[src/rtl/te_sync_pkg.sv]
package te_sync_pkg;

    typedef enum logic [1:0] {
        SYNC_NONE = 2'd0,
        SYNC_RISE = 2'd1,
        SYNC_FALL = 2'd2,
        SYNC_RSVD = 2'd3
    } sync_mode_e;

    typedef enum logic [1:0] {
        ST_IDLE  = 2'd0,
        ST_ARMED = 2'd1,
        ST_DELAY = 2'd2
    } gate_state_e;

endpackage

[src/rtl/te_edge_sync.sv]
module te_edge_sync #(
    parameter int SYNC_STAGES = 2
) (
    input  logic clk_i,
    input  logic rst_ni,
    input  logic te_i,
    output logic rise_o,
    output logic fall_o
);
    typedef struct packed {
        logic [SYNC_STAGES-1:0] sh;
        logic                   prev;
    } sync_t;

    sync_t s_d, s_q;

    always_comb begin
        s_d      = s_q;
        s_d.sh   = {s_q.sh[SYNC_STAGES-2:0], te_i};
        s_d.prev = s_q.sh[SYNC_STAGES-1];
    end

    always_ff @(posedge clk_i or negedge rst_ni) begin
        if (!rst_ni) s_q <= '0;
        else         s_q <= s_d;
    end

    assign rise_o =  s_q.sh[SYNC_STAGES-1] & ~s_q.prev;
    assign fall_o = ~s_q.sh[SYNC_STAGES-1] &  s_q.prev;
endmodule

[src/rtl/te_prescaler.sv]
module te_prescaler #(
    parameter int RATIO_W = 4
) (
    input  logic               clk_i,
    input  logic               rst_ni,
    input  logic               clr_i,
    input  logic [RATIO_W-1:0] ratio0_i,
    input  logic [RATIO_W-1:0] ratio1_i,
    output logic               tick_o
);
    localparam int CNT_W = (1 << RATIO_W) - 1;

    typedef struct packed {
        logic [CNT_W-1:0] c0;
        logic [CNT_W-1:0] c1;
    } pre_t;

    pre_t p_d, p_q;
    logic [CNT_W-1:0] lim0, lim1;
    logic             tick0;

    always_comb begin
        lim0   = ~({CNT_W{1'b1}} << ratio0_i);
        lim1   = ~({CNT_W{1'b1}} << ratio1_i);
        tick0  = (p_q.c0 == lim0);
        tick_o = tick0 && (p_q.c1 == lim1);
        p_d    = p_q;
        if (clr_i) begin
            p_d = '0;
        end else begin
            p_d.c0 = tick0 ? '0 : p_q.c0 + CNT_W'(1);
            if (tick0) p_d.c1 = tick_o ? '0 : p_q.c1 + CNT_W'(1);
        end
    end

    always_ff @(posedge clk_i or negedge rst_ni) begin
        if (!rst_ni) p_q <= '0;
        else         p_q <= p_d;
    end
endmodule

[src/rtl/te_sync_gate.sv]
module te_sync_gate
    import te_sync_pkg::*;
#(
    parameter int LEN_W   = 19,
    parameter int RATIO_W = 4,
    parameter int WAIT_W  = 8
) (
    input  logic               clk_i,
    input  logic               rst_ni,
    input  logic               te_pin_i,
    input  logic               cmd_valid_i,
    output logic               cmd_ready_o,
    input  logic [1:0]         cmd_mode_i,
    input  logic [LEN_W-1:0]   cmd_len_i,
    input  logic [RATIO_W-1:0] cfg_ratio0_i,
    input  logic [RATIO_W-1:0] cfg_ratio1_i,
    input  logic [WAIT_W-1:0]  cfg_wait_i,
    output logic               xfer_start_o,
    output logic [LEN_W-1:0]   xfer_len_o,
    output logic               busy_o
);
    typedef struct packed {
        gate_state_e       st;
        sync_mode_e        mode;
        logic [WAIT_W-1:0] cnt;
        logic              start;
        logic [LEN_W-1:0]  len;
    } gate_t;

    gate_t g_d, g_q;
    logic  te_rise, te_fall, tick, clr, hit;

    te_edge_sync #(.SYNC_STAGES(2)) edge_i (
        .clk_i  (clk_i),
        .rst_ni (rst_ni),
        .te_i   (te_pin_i),
        .rise_o (te_rise),
        .fall_o (te_fall)
    );

    te_prescaler #(.RATIO_W(RATIO_W)) pre_i (
        .clk_i    (clk_i),
        .rst_ni   (rst_ni),
        .clr_i    (clr),
        .ratio0_i (cfg_ratio0_i),
        .ratio1_i (cfg_ratio1_i),
        .tick_o   (tick)
    );

    always_comb begin
        g_d         = g_q;
        g_d.start   = 1'b0;
        clr         = 1'b0;
        hit         = (g_q.mode == SYNC_RISE) ? te_rise : te_fall;
        cmd_ready_o = (g_q.st == ST_IDLE);
        unique case (g_q.st)
            ST_IDLE: begin
                if (cmd_valid_i) begin
                    g_d.len  = cmd_len_i;
                    g_d.mode = sync_mode_e'(cmd_mode_i);
                    if (g_d.mode == SYNC_RISE || g_d.mode == SYNC_FALL)
                        g_d.st = ST_ARMED;
                    else
                        g_d.start = 1'b1;
                end
            end
            ST_ARMED: begin
                if (hit) begin
                    clr     = 1'b1;
                    g_d.cnt = '0;
                    if (cfg_wait_i == '0) begin
                        g_d.start = 1'b1;
                        g_d.st    = ST_IDLE;
                    end else begin
                        g_d.st = ST_DELAY;
                    end
                end
            end
            ST_DELAY: begin
                if (tick) begin
                    if (g_q.cnt + WAIT_W'(1) == cfg_wait_i) begin
                        g_d.start = 1'b1;
                        g_d.st    = ST_IDLE;
                    end else begin
                        g_d.cnt = g_q.cnt + WAIT_W'(1);
                    end
                end
            end
            default: g_d.st = ST_IDLE;
        endcase
    end

    always_ff @(posedge clk_i or negedge rst_ni) begin
        if (!rst_ni) g_q <= '{st: ST_IDLE, mode: SYNC_NONE, default: '0};
        else         g_q <= g_d;
    end

    assign xfer_start_o = g_q.start;
    assign xfer_len_o   = g_q.len;
    assign busy_o       = (g_q.st != ST_IDLE);
endmodule

[config.mk]
export PLATFORM = sky130hd
export DESIGN_NAME = te_sync_gate
export DESIGN_NICKNAME = d
export VERILOG_FILES = /design/src/rtl/te_sync_pkg.sv /design/src/rtl/te_edge_sync.sv /design/src/rtl/te_prescaler.sv /design/src/rtl/te_sync_gate.sv
export SDC_FILE = /design/constraint.sdc
export NUM_CORES = 1
export LEC_CHECK = 0
export BUFFER_PORTS_ARGS = -buffer_cell sky130_fd_sc_hd__clkbuf_2
export CAP_MARGIN = 20
export CORE_UTILIZATION = 45
export CTS_CLUSTER_SIZE = 40
export DETAILED_ROUTE_END_ITERATION = 16
export MAX_ROUTING_LAYER = met4
export PLACE_DENSITY = 0.65
export RECOVER_POWER = 25
export SKIP_CTS_REPAIR_TIMING = 1
export SYNTH_ARGS = -nofsm -noshare
export SYNTH_HDL_FRONTEND = slang
export SYNTH_HIERARCHICAL = 1
export SYNTH_SLANG_ARGS = --single-unit
[constraint.sdc]
create_clock -name clk_i -period 3.25 [get_ports clk_i]
set_input_delay 0.4875 -clock clk_i [delete_from_list [all_inputs] [get_ports clk_i]]
set_output_delay 0.4875 -clock clk_i [all_outputs]
set_load 0.02 [all_outputs]
==> flow_summary.ini <==
[outcome]
status = finished with violations
violations = capacitance limit, slew limit

[pwr]
p_clk_share_pct = 25.9
ir_drop_uv = 267
netSwitchingFraction_pct = 35.7
seq_power_share_pct = 42.1
finalPower_mw = 2.69
leakage_nw = 1.96
combPwrFrac_pct = 32.0
p_per_area_nw_per_um2 = 577
power.switching_mw = 0.960
p_int_mw = 1.73

[yosys]
synthFlopType = dfrtp_1
synth_edf_count = 0
postSynth.asyncResetShare_pct = 100
synth_top_area_share_pct = 38.3
netlist_area_um2 = 4250
ys_seq_area_share_pct = 38.3
yosysWarnings = 6
syn_inst = 457
yosys.area.top_type = dfrtp_1
synthDistinctLibCells = 73
avgSynthCellArea_um2 = 9.30
ys_ff_latch = 65
synthTopCellsByArea = dfrtp_1 38%, mux2_2 5.6%, nand3_1 4.5%
syn-num-nets = 501

[drt]
ant_nets = 0
drt_iter0_markers = 197
drc = 0
drt_wl_total_mm = 8.97
via_per_inst = 5.77
wl_per_cell_um = 14.7
via_count = 3508
firstDrtPassIters = 5

[die]
num_rows = 35
design.die.area_um2 = 9840
ios = 63
die_w_um = 99.2
coreArea_um2 = 9200
start_util_pct = 46.2
die_y_um = 99.2

[sta]
final.setup.tns_ps = 0
relSlewSlack_pct = -6.20
min_period_over_period_pct = 89.1
skew_ps = 7.67
finalHoldViolations = 0
tightest_slew_ps = 1590
report.final.slew_viol_count = 66
max_freq_mhz = 346
rsz0062_at_grt = no
final.min_clock_period_ps = 2890
setup_viol = 0
holdWs_ps = 280

[worst_setup_path]
cp.required_ps = 3460
crit_fanout = 7
worstSetupStartpointType = register
endpoint_kind = register
critical_path_arrival_ps = 3110
crit_type = reg2reg

[finish]
layout-drive-gt1-share_pct = 28.0
layout.nets = 536
synthToLayoutAreaGrowth_pct = 9.71
fill_cells = 847
regArea_um2 = 1630
multi_input_area_um2 = 2240
num_antenna_cells = 0

[global_routing]
antenna_found_initial = 0
grt_pass1_wl_mm = 15.7
grt_max_degree = 66
grt_usage_pct = 20.4
grt-ovfl-total = 0
grt_pass1_vias = 3296

[place]
io_buffers = 62
hpwl_mm = 6.49
routabilityCongestion = 0.870

[clock_network]
cts-htree-levels = 3
cts_buffers = 9
clkTransAtPathRegs_ps = 80
root_buffer = clkbuf_8
cts_tree = built
clock_sinks = 65
cts_buffer_depth = 2
clock_latency_ps = 340

[run]
maxCapViolCount = 1

[min_path]
hold_class = in2reg
[cells in the final DEF, fill, tap and decap left out, drive strengths merged, types with 4 or more instances in the layout]
master,instances
nor4,5
dfrtp,65
clkbuf,71
xnor2,15
buf,13
nand4,5
nor2b,12
o211ai,9
mux2,21
nand2,31
nor2,37
inv,17
nand3,39
xor2,7
nor3b,5
o31ai,17
nor3,9
a32oi,8
and3,10
o21ai,16
a31oi,4
a21oi,10
[worst max-delay path, stage by stage (launching register included)]
cell	delay [ps]
dfrtp_1	460
nor3b_1	230
a211oi_1	80
a311o_1	260
or4_1	420
a2111o_1	400
nor2_1	180
and2_1	190
o31ai_2	110
o311ai_0	310
o41ai_1	130
[metrics by stage]
step / utilization [%] / cell area, um^2 / instances / worst slack (ps)
global placement: 48.6 / 4470 / 592 / 138
floorplan: - / 4250 / 457 / 49.1
CTS: 50.7 / 4670 / 608 / 331
detailed placement: 48.6 / 4470 / 592 / 90.7
global route: 50.7 / 4660 / 608 / 90.2
finish: 50.7 / 4660 / 608 / 356
[worst paths after layout]
| path | depth (start not counted) | startpoint | slack [ps] | endpoint |
|---|---|---|---|---|
| min in group asynchronous | 2 | rst_ni | 630 | g_q[21]$_DFFE_PN0P_ |
| hold / removal | 1 | te_pin_i | 280 | edge_i/s_d[2]$_DFF_PN0_ |
| max in group asynchronous | 2 | rst_ni | 1680 | xfer_len_o[0]$_DFFE_PN0P_ |
| setup / recovery | 10 | pre_i/p_q[22]$_DFF_PN0_ | 360 | g_q[26]$_DFFE_PN0P_ |
| hold reg to reg | 0 | edge_i/s_d[2]$_DFF_PN0_ | 360 | edge_i/s_d[0]$_DFF_PN0_ |
| setup reg to reg | 10 | pre_i/p_q[22]$_DFF_PN0_ | 360 | g_q[26]$_DFFE_PN0P_ |
[registers in the layout, indices dropped and copies added (netlist names)]
name,count
pre_i/p_q,30
xfer_len_o,19
g_q,12
edge_i/s_d,2
edge_i/s_q,1
xfer_start_o,1
[power groups by stage]
stage | clock network, mW | registers (mW) | logic [mW]
after CTS | 0.719 | 1.14 | 0.875
after floorplan | 0 | 1.11 | 0.810
after global placement | 0 | 1.14 | 0.865
after global routing | 0.757 | 1.17 | 0.953
after detailed placement | 0 | 1.15 | 0.874
final | 0.698 | 1.13 | 0.861
[final cells by class]
cell class,instances,area share [%]
inverters,15,1.21
well taps,111,2.98
clock inverters,7,1.66
multi-input cells,326,47.9
repair buffers,75,8.67
flip-flops and latches,65,34.9
clock buffers,9,2.66
[cells in the mapped netlist (2+ instances only)]
library cell  instances
dfrtp_1              65
nand3_1              38
nor2_1               37
nand2_1              31
buf_4                22
mux2_2               21
inv_1                15
xnor2_1              15
clkbuf_1             13
o21ai_0              13
nor2b_1              12
o31ai_2              11
a21oi_1              10
and3_1               10
buf_2                10
a32oi_1               8
nor3_1                8
o211ai_1              7
xor2_1                7
buf_6                 6
o31ai_1               6
nand4_1               5
nor3b_1               5
nor4_1                5
a211o_1               3
a21o_1                3
a31oi_1               3
ha_1                  3
nand2b_1              3
nand3b_1              3
o21ai_1               3
or2_2                 3
or4_1                 3
a21boi_0              2
and2_1                2
o2111ai_1             2
o211ai_2              2
o21bai_1              2
o22ai_1               2
o2bb2ai_1             2
o311ai_0              2
o41ai_1               2
or3_1                 2
[kinds of logic after synthesis]
logic type	synth area share (%)
adder cells (fa/ha/maj)	0.883
buffers and inverters	9.13
XOR/XNOR	4.53
AO/OA/AOI/OAI	19.5
AND/OR/NAND/NOR	21.9
flip-flops	38.3
multiplexers	5.80
[per-layer routing]
layer / up-vias / global-route usage [%] / routed length [um]
met3: 13 / 3.37 / 348
met4: 0 / 7.01 / 147
met2: 104 / 32.1 / 4210
met1: 1667 / 26.9 / 4260
met5: - / - / 0
li1: 1724 / - / -
No activity file was read; power rests on OpenSTA's default activity.
